==> src/rtl/txbuf_pkg.sv <==
package txbuf_pkg;

  // one cycle's worth of accepted transfers, shared by the sub-blocks
  typedef struct packed {
    logic push;
    logic pop;
    logic flush;
  } txb_xfer_t;

endpackage

==> src/rtl/txbuf_store.sv <==
module txbuf_store #(
  parameter int unsigned DW    = 8,
  parameter int unsigned DEPTH = 32
) (
  input  logic                 clk,
  input  logic                 rst_n,
  input  txbuf_pkg::txb_xfer_t xf,
  input  logic [DW-1:0]        wdata,
  output logic [DW-1:0]        rdata
);
  localparam int unsigned AW = $clog2(DEPTH);
  localparam int unsigned PW = AW + 1;

  logic [DW-1:0] mem [DEPTH];
  logic [PW-1:0] wptr_q, rptr_q;

  always_ff @(posedge clk or negedge rst_n) begin
    if (!rst_n) begin
      wptr_q <= '0;
      rptr_q <= '0;
    end else if (xf.flush) begin
      wptr_q <= '0;
      rptr_q <= '0;
    end else begin
      if (xf.push) wptr_q <= wptr_q + 1'b1;
      if (xf.pop)  rptr_q <= rptr_q + 1'b1;
    end
  end

  always_ff @(posedge clk) begin
    if (xf.push) mem[wptr_q[AW-1:0]] <= wdata;
  end

  assign rdata = mem[rptr_q[AW-1:0]];

endmodule

==> src/rtl/txbuf_count.sv <==
module txbuf_count #(
  parameter int unsigned DEPTH = 32,
  parameter int unsigned LW    = $clog2(DEPTH + 1)
) (
  input  logic                 clk,
  input  logic                 rst_n,
  input  txbuf_pkg::txb_xfer_t xf,
  output logic [LW-1:0]        level,
  output logic [LW-1:0]        level_nx,
  output logic                 full,
  output logic                 empty
);
  localparam logic [LW-1:0] FULL_LVL = LW'(DEPTH);

  logic [LW-1:0] level_q;

  always_comb begin
    level_nx = level_q;
    if (xf.flush)                 level_nx = '0;
    else if (xf.push && !xf.pop)  level_nx = level_q + 1'b1;
    else if (xf.pop && !xf.push)  level_nx = level_q - 1'b1;
  end

  always_ff @(posedge clk or negedge rst_n) begin
    if (!rst_n) level_q <= '0;
    else        level_q <= level_nx;
  end

  assign level = level_q;
  assign full  = (level_q == FULL_LVL);
  assign empty = (level_q == '0);

endmodule

==> src/rtl/txbuf_events.sv <==
module txbuf_events #(
  parameter int unsigned LW = 6
) (
  input  logic                 clk,
  input  logic                 rst_n,
  input  txbuf_pkg::txb_xfer_t xf,
  input  logic [LW-1:0]        level_nx,
  input  logic [LW-1:0]        wm_level,
  input  logic                 drop,
  output logic                 wm_evt,
  output logic                 empty_evt,
  output logic                 ovf_err
);
  logic wm_q, mt_q, ovf_q;

  always_ff @(posedge clk or negedge rst_n) begin
    if (!rst_n) begin
      wm_q  <= 1'b0;
      mt_q  <= 1'b0;
      ovf_q <= 1'b0;
    end else begin
      ovf_q <= drop;
      mt_q  <= xf.flush | (xf.pop & ~xf.push & (level_nx == '0));
      if (xf.flush || level_nx == '0)
        wm_q <= 1'b0;
      else if (xf.push && level_nx >= wm_level)
        wm_q <= 1'b1;
      else if (xf.pop && level_nx < wm_level)
        wm_q <= 1'b0;
    end
  end

  assign wm_evt    = wm_q;
  assign empty_evt = mt_q;
  assign ovf_err   = ovf_q;

endmodule

==> src/rtl/tx_fifo_wm.sv <==
module tx_fifo_wm #(
  parameter int unsigned DW    = 8,
  parameter int unsigned DEPTH = 32,
  parameter int unsigned LW    = $clog2(DEPTH + 1)
) (
  input  logic          clk,
  input  logic          rst_n,
  input  logic          wr_valid,
  input  logic [DW-1:0] wr_data,
  output logic          wr_ready,
  output logic          rd_valid,
  output logic [DW-1:0] rd_data,
  input  logic          rd_ready,
  input  logic          flush,
  input  logic [LW-1:0] wm_level,
  output logic [LW-1:0] level,
  output logic          wm_evt,
  output logic          empty_evt,
  output logic          ovf_err
);
  txbuf_pkg::txb_xfer_t xf;
  logic          full, empty, drop;
  logic [LW-1:0] level_nx;

  assign wr_ready = ~full;
  assign rd_valid = ~empty;
  assign xf.push  = wr_valid & ~full & ~flush;
  assign xf.pop   = rd_ready & ~empty & ~flush;
  assign xf.flush = flush;
  assign drop     = wr_valid & full & ~flush;

  txbuf_store #(.DW(DW), .DEPTH(DEPTH)) u_store (
    .clk(clk), .rst_n(rst_n), .xf(xf), .wdata(wr_data), .rdata(rd_data)
  );

  txbuf_count #(.DEPTH(DEPTH), .LW(LW)) u_count (
    .clk(clk), .rst_n(rst_n), .xf(xf), .level(level), .level_nx(level_nx),
    .full(full), .empty(empty)
  );

  txbuf_events #(.LW(LW)) u_events (
    .clk(clk), .rst_n(rst_n), .xf(xf), .level_nx(level_nx),
    .wm_level(wm_level), .drop(drop), .wm_evt(wm_evt),
    .empty_evt(empty_evt), .ovf_err(ovf_err)
  );

endmodule

==> config.mk <==
export PLATFORM = sky130hd
export DESIGN_NAME = tx_fifo_wm
export DESIGN_NICKNAME = d
export VERILOG_FILES = /design/src/rtl/txbuf_pkg.sv /design/src/rtl/txbuf_store.sv /design/src/rtl/txbuf_count.sv /design/src/rtl/txbuf_events.sv /design/src/rtl/tx_fifo_wm.sv
export SDC_FILE = /design/constraint.sdc
export NUM_CORES = 1
export LEC_CHECK = 0
export ABC_AREA = 1
export BUFFER_PORTS_ARGS = -buffer_cell sky130_fd_sc_hd__buf_4
export CAP_MARGIN = 10
export CELL_PAD_IN_SITES_DETAIL_PLACEMENT = 0
export CELL_PAD_IN_SITES_GLOBAL_PLACEMENT = 1
export CORE_MARGIN = 2
export CORE_UTILIZATION = 40
export CTS_BUF_LIST = sky130_fd_sc_hd__clkbuf_4 sky130_fd_sc_hd__clkbuf_8 sky130_fd_sc_hd__clkbuf_16
export DETAILED_ROUTE_END_ITERATION = 6
export GPL_ROUTABILITY_DRIVEN = 0
export PLACE_DENSITY_LB_ADDON = 0.05
export SLEW_MARGIN = 0
export SYNTH_ARGS = -nofsm -noshare
export SYNTH_HDL_FRONTEND = slang
export SYNTH_SLANG_ARGS = --single-unit
==> constraint.sdc <==
create_clock -name clk -period 6.9 [get_ports clk]
set_clock_uncertainty 0.1 [all_clocks]
set_input_delay 0.345 -clock clk [delete_from_list [all_inputs] [get_ports clk]]
set_output_delay 0.345 -clock clk [all_outputs]
set_load 0.005 [all_outputs]
Word level (Yosys, flattened, before mapping)
Memory sizes are Yosys's and may differ from the RTL's.
Cells that the tools add are included.
Widths: inputs -> output; s select.
- add/subtract/negate cells: 4
- $lt $le $gt $ge: 2
- equal/unequal tests: 1
- muxes and demuxes: 12
- bitwise operators: 13
- reductions and logical operators: 12
- operators with widths (cell ; count):
    $mux 6 ; 7
    $add 6x1->6 const B ; 3
    $logic_not 6->1 ; 2
    $and 1x1->1 ; 8
    $eq 6x6->1 const B ; 1
    $ge 6x6->1 ; 1
    $lt 6x6->1 ; 1
    $sub 6x1->6 const B ; 1
    $mux 1 ; 5
    $logic_and 1x1->1 ; 4
    $not 1->1 ; 4
    $reduce_bool 2->1 ; 2
    $reduce_bool 3->1 ; 1
    $logic_not 1->1 ; 2
    $logic_or 1x1->1 ; 1
    $or 1x1->1 ; 1
- bits in registers: 21
- RAM bits: 256
- input port bits: 19
- logic and storage cells: 51
- memories kept: 1
- memories (memory ; depth ; bits a word ; read ports ; clocked after memory_dff ; wr ports ; line ; text):
    u_store.mem ; 32 ; 8 ; 1 ; 0 ; 1 ; txbuf_store.sv:14 ; logic [DW-1:0] mem [DEPTH];

Longest topological paths before layout
Gate-level depths: netlist of the first run.
- depth after elaboration: 14
- depth in mapped cells: 19
- gate-level depth less buffers: 19

Hierarchy
From an unflattened synthesis of the first run, not the netlist that was laid out.
- cell total of the unflattened synthesis: 1208
- area total of the unflattened synthesis: 12203.0 µm²
- by module, submodules not included (module ; times used ; cells an instance ; area an instance (µm²) ; sequential area each (µm²)):
    txbuf_store ; 1 ; 1088 ; 11403.4 ; 7937.6
    txbuf_count ; 1 ; 65 ; 457.9 ; 150.1
    txbuf_events ; 1 ; 47 ; 311.5 ; 75.1
    tx_fifo_wm ; 1 ; 8 ; 30.0 ; 0.0

Least setup slack after synthesis of the first run
Ideal clock, no wire load.
- path kind: register -> register
- start point: register u_count.level_q[0] (netlist: u_count.level[0])
- end point: register u_events.wm_q (netlist: u_events.wm_evt)
- library setup time: 77 ps
- arrival time: 2376 ps
- required time: 6723 ps
- path slack: 4347 ps
- stages on the path, launching flop included: 19
- buffers on the path: 1
- cells stage by stage: dfrtp_1 inv_1 ha_1 nand2_2 nor2_4 nor2_4 buf_6 a21oi_1 nand2_1 nand3_2 inv_1 ha_1 nand2_1 nor2_1 o21ai_0 o211ai_1 a31oi_1 o21a_1 a21oi_1
- longest elaborated chain between the ends: 13
- ends and longest elaborated chain (item ; line ; text):
    start: declaration ; txbuf_count.sv:15 ; logic [LW-1:0] level_q;
    start signal: assignment ; txbuf_count.sv:26 ; else level_q <= level_nx;
    $eq 6x6->1 ; txbuf_count.sv:30 ; assign full = (level_q == FULL_LVL);
    $not 1->1 ; tx_fifo_wm.sv:27 ; assign xf.push = wr_valid & ~full & ~flush;
    $and 1x1->1 (2 in a row) ; tx_fifo_wm.sv:27 ;
    $logic_not 1->1 ; txbuf_count.sv:21 ; else if (xf.pop && !xf.push) level_nx = level_q - 1'b1;
    $logic_and 1x1->1 ; txbuf_count.sv:21 ;
    $mux 6 ; txbuf_count.sv:21 ;
    $mux 6 (*) ; txbuf_count.sv:20 ; else if (xf.push && !xf.pop) level_nx = level_q + 1'b1;
    $mux 6 (*) ; txbuf_count.sv:19 ; if (xf.flush) level_nx = '0;
    named net level_nx[3] ; tx_fifo_wm.sv:23 ; logic [LW-1:0] level_nx;
    $ge 6x6->1 ; txbuf_events.sv:26 ; else if (xf.push && level_nx >= wm_level)
    $logic_and 1x1->1 ; txbuf_events.sv:26 ;
    $mux 1 ; txbuf_events.sv:26 ;
    $mux 1 ; txbuf_events.sv:24 ; if (xf.flush || level_nx == '0)
    end signal: assignment ; txbuf_events.sv:25 ; wm_q <= 1'b0;
    end signal: assignment ; txbuf_events.sv:27 ; wm_q <= 1'b1;
    end signal: assignment ; txbuf_events.sv:29 ; wm_q <= 1'b0;
    end: declaration ; txbuf_events.sv:14 ; logic wm_q, mt_q, ovf_q;
Mark *: on every way through the listed nets, which the timed path passes. The rest lies on a longest branch.
A chain may end at the register's enable or synchronous reset.

Worst setup path in the final report of the first run
- start point: register u_store.rptr_q[0]
- end point: output rd_data[3]
- longest elaborated chain between the ends: 1
- ends and longest elaborated chain (item ; line ; text):
    start: declaration ; txbuf_store.sv:15 ; logic [PW-1:0] wptr_q, rptr_q;
    start signal: assignment ; txbuf_store.sv:26 ; if (xf.pop) rptr_q <= rptr_q + 1'b1;
    $mem_v2 32x8 ; -- ;
    end: declaration ; tx_fifo_wm.sv:12 ; output logic [DW-1:0] rd_data,
No other way between the ends.

==> run summary, run 1 <==
Layout cells sized above 1 = 0.117
Initial antenna violation count = 0
IO buf count = 37
TritonRoute pass-1 iters = 5
Synth top area share = 0.668
Worst setup SP type = register
Initial drt markers = 766
Initial Util = 0.403
Chip width = 174 um
Worst path required time = 6450 ps
Area growth syn-to-layout = 13.4%
Final wirelength = 31.5 mm
Fin crit share = 0.630
Synth top cells by count = edfxtp_1 (256), nor2_1 (192), o21ai_0 (151)
Asr flop ratio synth = 0.0691
Worst Hold Class = in -> reg
Final Cell Area = 13100 um2
Synth warn = 0
Reg2Reg Setup Slack = 3790 ps
Max-cap violation count = 0
Bufs on Longest Clock Path = 3
Min-Delay Startpoint = flush
Hold depth = 3
DRC = 0
Via-to-Cell Ratio = 5.58
DR WL/cell = 23.1 um
Vias in the first global route = 7503
Overall routing resource usage = 0.208
Power Dens Cells = 310 nW/um2
Syn Inst Count = 931
Status = completed
Launch point of the worst reg-to-reg path = u_count.level[0]
Antenna-violating nets left = 0
Post-Syn Area = 11500 um2
Vias = 7577
Core area = 28500 um2
RSZ-0062 raised after global routing = no
Worst slew pin tran = 1080 ps
FILL cells = 2663
Largest cells by area after synthesis = edfxtp_1 (67%), o21ai_0 (6.6%), nor2_1 (6.3%), dfrtp_1 (4.1%), o221ai_1 (3.7%)
Clock period minus worst slack = 4340 ps
Slew headroom = 0.276
Avg Inst Size Synth = 12.4 um2
Syn_nets = 963
Largest net degree at the start of global routing = 89
Root buf cell = clkbuf_16
ANT cells = 0
Io pins = 38
H-tree depth = 1
WHS = 73.9 ps
Die height = 174 um
F_max = 230 MHz
Reg2Reg Depth = 18
Leak = 4.43 nW
Setup crit end kind = output port
CTS sink cnt = 275
Sequential share of the synthesized area = 0.710
Synth area leader = edfxtp_1
Critical path class = reg -> out
Flip-flop and latch area = 8170 um2
Clock transition at the registers of the reported paths = 60 ps
Worst Setup SP = u_store.rptr_q[0]
Worst vdd ir = 0.000166 V
CP Max Fanout = 88
Floorplan row count = 62
HPWL after detailed placement = 18.7 mm
Main synth FF type = edfxtp_1
EDFF count, synth = 256
Most numerous cell in the Yosys netlist = edfxtp_1
Final #Nets = 984
Pins Over Slew Limit = 0
Post-DP Area = 12100 um2
Final Setup Violations = 0
Final hold violation count = 0
FF+latch count, synth = 275
Crit path arrival time = 3900 ps
GRT overflow = 0
Die area = 30100 um2
Setup TNS = 0 ps
Multi-input gate area = 2970 um2
Clock latency on the worst-skew pair = 540 ps
Global-route wire length before repair = 47.3 mm
CTS buffer count = 31
Synth unique cells = 35
CTS tree = yes
## path summary, 6_finish.rpt
kind,to
min in group asynchronous,u_count.level[1]
worst min-delay path,u_store.wptr_q[3]
worst min register to register,u_store.wptr_q[0]
worst max-delay path,rd_data[3]
worst max register to register,u_events.wm_evt
max in group asynchronous,u_store.rptr_q[0]
## state kept, by name, indices dropped and copies added (netlist names)
register / flops
u_count.level: 6
u_events.empty_evt: 1
u_events.ovf_err: 1
u_events.wm_evt: 1
u_store.mem: 256
u_store.rptr_q: 5
u_store.wptr_q: 5
## where the power goes
| group | internal, mW | switching (mW) | leakage [nW] |
|---|---|---|---|
| registers | 1.84 | 0.0484 | 2.56 |
| logic | 0.186 | 0.410 | 1.40 |
| clock network | 0.909 | 0.650 | 0.479 |
## cells by family after synthesis
kind of cell | count (synthesis) | synth area share
xor+xnor | 4 | 0.00305
simple gates | 304 | 0.115
compound gates | 243 | 0.125
buf+inv | 92 | 0.0325
flops | 275 | 0.710
fa+ha+maj | 13 | 0.0141
## per-layer routing
metal	wire length, um	vias up	global-route usage
met3	1550	54	0.0261
met1	14400	3831	0.299
met4	860	0	0.0592
li1	-	3476	-
met5	0	-	0
met2	14600	216	0.337
## through the flow
stage	total power, mW	worst slack (ps)	util	cells
CTS	4.08	2510	0.457	1359
floorplan	2.29	4350	-	931
finish	4.05	2560	0.457	1359
global route	4.21	2220	0.457	1359
detailed placement	2.53	3100	0.423	1302
global placement	2.52	3150	0.423	1302
## placed cells by master, fill, tap and decap left out, types with 3 or more instances in the layout
master / n
ha_1: 13
clkinv_1: 11
clkbuf_4: 4
nand4_1: 4
nand3_1: 41
clkbuf_16: 31
buf_4: 43
o221ai_1: 48
nor2_1: 192
nand2_2: 3
o21ai_0: 151
nand2_1: 45
a21oi_1: 12
nor3_1: 3
nor2_4: 4
a31oi_1: 8
nor2_2: 3
inv_1: 31
nand2_4: 3
dfrtp_1: 17
edfxtp_1: 256
clkinv_2: 8
o22ai_1: 19
## cell type report
type	count	share of cell area
repair buffers	44	0.0255
well taps	384	0.0368
multi-input cells	564	0.227
flip-flops and latches	275	0.626
clock inverters	21	0.0123
clock buffers	35	0.0617
inverters	36	0.0104
## repair_timing
action	CTS	global route
hold buffers	1	0
buffers inserted	0	0
endpoints found under the hold margin	19	0
resized for setup	0	0
## worst max-delay path, stage by stage, from the launching register on
cell	delay [ps]
dfrtp_4	900
clkinv_2	670
buf_4	580
o21ai_0	300
o221ai_1	140
nand3_1	160
nand2_1	70
nor2_1	250
a21oi_1	90
buf_4	150
No activity file was read; power rests on OpenSTA's default activity.
==> run 2, diff against run 1 <==
==> constraint.sdc (replaced) <==
create_clock -name clk -period 3.8 [get_ports clk]
set_clock_uncertainty 0.1 [all_clocks]
set_input_delay 0.19 -clock clk [delete_from_list [all_inputs] [get_ports clk]]
set_output_delay 0.19 -clock clk [all_outputs]
set_load 0.005 [all_outputs]
==> run summary, run 2 (synthesized netlist as in run 1, its figures left out) <==
F_max = 299 MHz
Power Dens Cells = 567 nW/um2
Slew headroom = 0.377
CP Max Fanout = 32
Final wirelength = 31.5 mm
ANT cells = 0
Largest net degree at the start of global routing = 131
Initial antenna violation count = 0
Crit-path cells = clkinv_1 -> buf_4 -> o21ai_0 -> o221ai_1 -> nand3_1 -> o21ai_0 -> nor2_1 -> a21oi_1 -> buf_4
Core area = 28500 um2
Critical-path top delay cell = dfrtp_2
Vias = 7694
Routed met1 length = 14.5 mm
Post-CTS Setup Bufs = 0
DRC = 0
Initial drt markers = 715
Final Setup Violations = 0
Critical path class = reg -> out
Layout cells sized above 1 = 0.151
CTS sink cnt = 275
Worst vdd ir = 0.000329 V
IO buf count = 37
Met3 WL = 1.58 mm
CTS tree = yes
Antenna-violating nets left = 0
Die area = 30100 um2
Pins Over Slew Limit = 0
Worst slew pin tran = 932 ps
Buffers & Inverters on Critical Path = 3
Critical path's largest stage delay = 600 ps
Worst Hold Class = in -> reg
Worst setup SP type = register
Clk pwr share = 0.404
Power Internal = 5.64 mW
Most common cell after layout, fill and taps aside = edfxtp_1
Root buf cell = clkbuf_16
Final #Nets = 1026
Chip width = 174 um
Routed met2 length = 14.8 mm
RSZ-0062 raised after global routing = no
Overall routing resource usage = 0.208
CTS buffer count = 30
Commonest cells after routing, fill and taps aside = edfxtp_1 (256), nor2_1 (192), o21ai_0 (151), buf_4 (72), o221ai_1 (48)
Floorplan row count = 62
Area growth syn-to-layout = 17.7%
Status = completed
GRT overflow = 0
Leak = 4.72 nW
Io pins = 38
Initial Util = 0.403
Logic pwr share = 0.154
Final hold violation count = 0
Clock latency on the worst-skew pair = 550 ps
Clock transition at the registers of the reported paths = 60 ps
Crit path arrival time = 3060 ps
Fin crit share = 0.880
Final core occ = 0.474
DR WL/cell = 22.5 um
Setup crit end kind = output port
Sequential share of power = 0.442
Hold Buf Count CTS = 12
Family with the most delay on the worst path = compound AO/OA/AOI/OAI gates
Via-to-Cell Ratio = 5.49
Top sig layer = met4
Setup TNS = 0 ps
Die height = 174 um
Global-route wire length before repair = 47.6 mm
Max reg flops = 256
Sw frac = 0.265
H-tree depth = 1
Clock period minus worst slack = 3350 ps
Worst path required time = 3510 ps
HPWL after detailed placement = 18.9 mm
TritonRoute pass-1 iters = 5
Post-cts sizing count = 0
Bufs on Longest Clock Path = 3
Max-cap violation count = 0
Net Switching = 2.04 mW
Vias in the first global route = 7536
## run 2: changes by cell type in the layout (fill, tap and decap cells not counted)
cell,change
buf_4,+29
dlygate4sd3_1,+11
clkinv_2,+2
buf_12,+3
clkinv_1,-8
clkinvlp_4,-2
clkbuf_8,+2
inv_6,+2
clkbuf_4,+2
bufinv_16,+3
inv_8,-1
## run 2: path summary, 6_finish.rpt
check | start | to | slack (ps) | depth (start not counted)
worst min register to register | u_store.wptr_q[0] | u_store.wptr_q[0] | 510 | 1
worst min-delay path | wr_data[3] | u_store.mem[31][3] | 30 | 1
worst max register to register | u_count.level[0] | u_events.wm_evt | 800 | 18
worst max-delay path | u_store.rptr_q[1] | rd_data[0] | 450 | 9
max in group asynchronous | rst_n | u_store.rptr_q[0] | 2170 | 3
min in group asynchronous | rst_n | u_count.level[1] | 750 | 3
## run 2: metrics by stage
stage                     cells  setup WS [ps]  power (mW)  hold slack [ps]  area, um2
after detailed placement   1334            803        4.64            -3.25      12400
after floorplan             931           1250        4.16             -206      11500
after global placement     1334            881        4.63            -4.90      12400
after CTS                  1402            485        7.75             8.19      13500
final                      1402            455        7.68             25.2      13500
after global routing       1402            295        7.98             22.6      13500
## run 2: power groups by stage
stage | Clock (mW) | Combinational, mW | Sequential, mW
final | 3.10 | 1.18 | 3.40
after global routing | 3.27 | 1.31 | 3.40
after CTS | 3.16 | 1.19 | 3.40
after detailed placement | 0 | 1.18 | 3.46
after global placement | 0 | 1.17 | 3.46
after floorplan | 0 | 0.724 | 3.43
## run 2: layer usage
metal | vias up | global-route usage
li1 | 3563 | -
met4 | 0 | 0.0494
met3 | 35 | 0.0289
met5 | - | 0
met1 | 3895 | 0.305
met2 | 201 | 0.330
## run 2: cell type report
class	instances	area [um2]
repair buffers	87	721
flip-flops and latches	275	8170
clock buffers	39	848
well taps	384	480
inverters	36	136
clock inverters	17	221
multi-input cells	564	2970
fillers	2641	15000
## run 2: worst register-to-register path: cells and delay by family (launching register included)
family | cells | cell delay, ps
simple gates | 9 | 1070
buf+inv | 2 | 150
compound gates | 5 | 580
fa+ha+maj | 2 | 600
flops | 1 | 420
==> run 3, diff against run 2 <==
--- a/config.mk
+++ b/config.mk
@@ -11,7 +11,7 @@
 export CELL_PAD_IN_SITES_DETAIL_PLACEMENT = 0
 export CELL_PAD_IN_SITES_GLOBAL_PLACEMENT = 1
 export CORE_MARGIN = 2
-export CORE_UTILIZATION = 40
+export CORE_UTILIZATION = 46
 export CTS_BUF_LIST = sky130_fd_sc_hd__clkbuf_4 sky130_fd_sc_hd__clkbuf_8 sky130_fd_sc_hd__clkbuf_16
 export DETAILED_ROUTE_END_ITERATION = 6
 export GPL_ROUTABILITY_DRIVEN = 0
==> run summary, run 3 (synthesized netlist as in run 1, its figures left out) <==
Initial Util = 0.470
TritonRoute pass-1 iters = 5
Via-to-Cell Ratio = 5.78
Setup crit end kind = output port
Clock transition at the registers of the reported paths = 60 ps
Critical-path top delay cell = inv_1
F_max = 292 MHz
Floorplan row count = 57
Post-cts sizing count = 0
Most common cell after layout, fill and taps aside = edfxtp_1
Clock latency on the worst-skew pair = 550 ps
Fin crit share = 0.901
Crit-path cells = inv_1 -> buf_12 -> o21ai_0 -> o221ai_1 -> nand3_1 -> o21ai_0 -> nor2_1 -> a21oi_1 -> buf_4
Root buf cell = clkbuf_16
GRT overflow = 0
Clock period minus worst slack = 3420 ps
H-tree depth = 1
Buffers & Inverters on Critical Path = 3
Worst path required time = 3510 ps
DRC = 0
DR WL/cell = 22.2 um
CP Max Fanout = 19
Crit path arrival time = 3130 ps
Global-route wire length before repair = 45.3 mm
Family with the most delay on the worst path = buffers and inverters
IO buf count = 37
Initial drt markers = 674
Die area = 26300 um2
Worst vdd ir = 0.000350 V
Final Setup Violations = 0
Setup TNS = 0 ps
Critical path's largest stage delay = 530 ps
Slew headroom = 0.386
Status = completed
Leak = 4.62 nW
Bufs on Longest Clock Path = 3
Vias in the first global route = 7533
Vias = 7707
HPWL after detailed placement = 17.7 mm
Max reg flops = 256
Commonest cells after routing, fill and taps aside = edfxtp_1 (256), nor2_1 (192), o21ai_0 (151), buf_4 (66), o221ai_1 (48)
Post-placement setup slack = 794 ps
Power Dens Cells = 539 nW/um2
Worst Hold Class = in -> reg
Die height = 162 um
Post-CTS Setup Bufs = 0
Core area = 24500 um2
Chip width = 162 um
Overall routing resource usage = 0.227
Worst slew pin tran = 920 ps
CTS sink cnt = 275
Antenna-violating nets left = 0
Final hold violation count = 0
Critical path class = reg -> out
RSZ-0062 raised after global routing = no
Most frequent CP cell = o21ai_0
Final wirelength = 29.6 mm
Io pins = 38
Layout cells sized above 1 = 0.139
ANT cells = 0
Largest net degree at the start of global routing = 131
Area growth syn-to-layout = 15.3%
Initial antenna violation count = 0
Pins Over Slew Limit = 0
CTS buffer count = 29
Final worst slack = 378 ps
Max-cap violation count = 0
Worst setup SP type = register
CTS tree = yes
Final #Nets = 1022
[run 3: cell count changes in the layout (fill, tap and decap cells not counted)]
cell,change
buf_12,+2
buf_4,-6
bufinv_16,-5
clkbuf_16,-2
clkbuf_4,+1
clkbuf_8,-2
clkinv_1,+3
dfrtp_1,+1
dfrtp_2,-1
dlygate4sd3_1,+1
inv_1,+1
inv_16,+1
inv_6,-2
[run 3: worst min-delay path: stages]
cell and delay (ps):
buf_4 80, ha_1 120, a31oi_1 70, o21a_1 160, a21oi_1 110
[run 3: worst paths after layout]
check                      depth (start not counted)           endpoint              start  slack, ps
max                                                9         rd_data[6]  u_store.rptr_q[1]        380
min                                                5    u_events.wm_evt        wm_level[0]        120
max reg2reg                                       18    u_events.wm_evt   u_count.level[0]        760
min reg2reg                                        1  u_store.wptr_q[0]  u_store.wptr_q[0]        490
max in group asynchronous                          3  u_store.rptr_q[0]              rst_n       2210
min in group asynchronous                          3   u_count.level[5]              rst_n        740
[run 3: what timing repair did]
action / CTS / global route
endpoints found under the setup margin: 0 / 0
endpoints found under the hold margin: 270 / 0
hold buffers: 13 / 0
[run 3: final cells by class]
| type | instances | area (um2) |
|---|---|---|
| Fill cell | 2131 | 11200 |
| Multi-Input combinational cell | 564 | 2970 |
| Timing Repair Buffer | 84 | 726 |
| Sequential cell | 275 | 8170 |
| Clock buffer | 36 | 778 |
| Clock inverter | 15 | 88.8 |
| Tap cell | 324 | 405 |
| Inverter | 36 | 136 |
[run 3: power by group]
| group | switching, mW | internal [mW] | total, mW |
|---|---|---|---|
| sequential | 0.0364 | 3.35 | 3.38 |
| clock | 1.13 | 1.45 | 2.58 |
| combinational | 0.799 | 0.382 | 1.18 |
| total | 1.97 | 5.18 | 7.15 |
[run 3: per-layer routing]
| metal | vias to the layer above | share of wire | track usage |
|---|---|---|---|
| met5 | - | 0 | 0 |
| met4 | 0 | 0.023 | 0.0551 |
| met3 | 56 | 0.054 | 0.0319 |
| met2 | 241 | 0.47 | 0.373 |
| met1 | 3858 | 0.45 | 0.323 |
| li1 | 3552 | - | - |
[run 3: metrics by stage]
| stage | hold WS (ps) | area, um2 | instances | power (mW) | utilization |
|---|---|---|---|---|---|
| 4_1_cts | 91.1 | 13300 | 1334 | 7.20 | 0.542 |
| 2_1_floorplan | -206 | 11500 | 931 | 4.16 | - |
| 3_3_place_gp | -6.51 | 12300 | 1270 | 4.61 | 0.502 |
| 3_5_place_dp | -10.4 | 12300 | 1270 | 4.62 | 0.502 |
| 5_1_grt | 170 | 13300 | 1334 | 7.44 | 0.542 |
| 6_report | 120 | 13300 | 1334 | 7.15 | 0.542 |
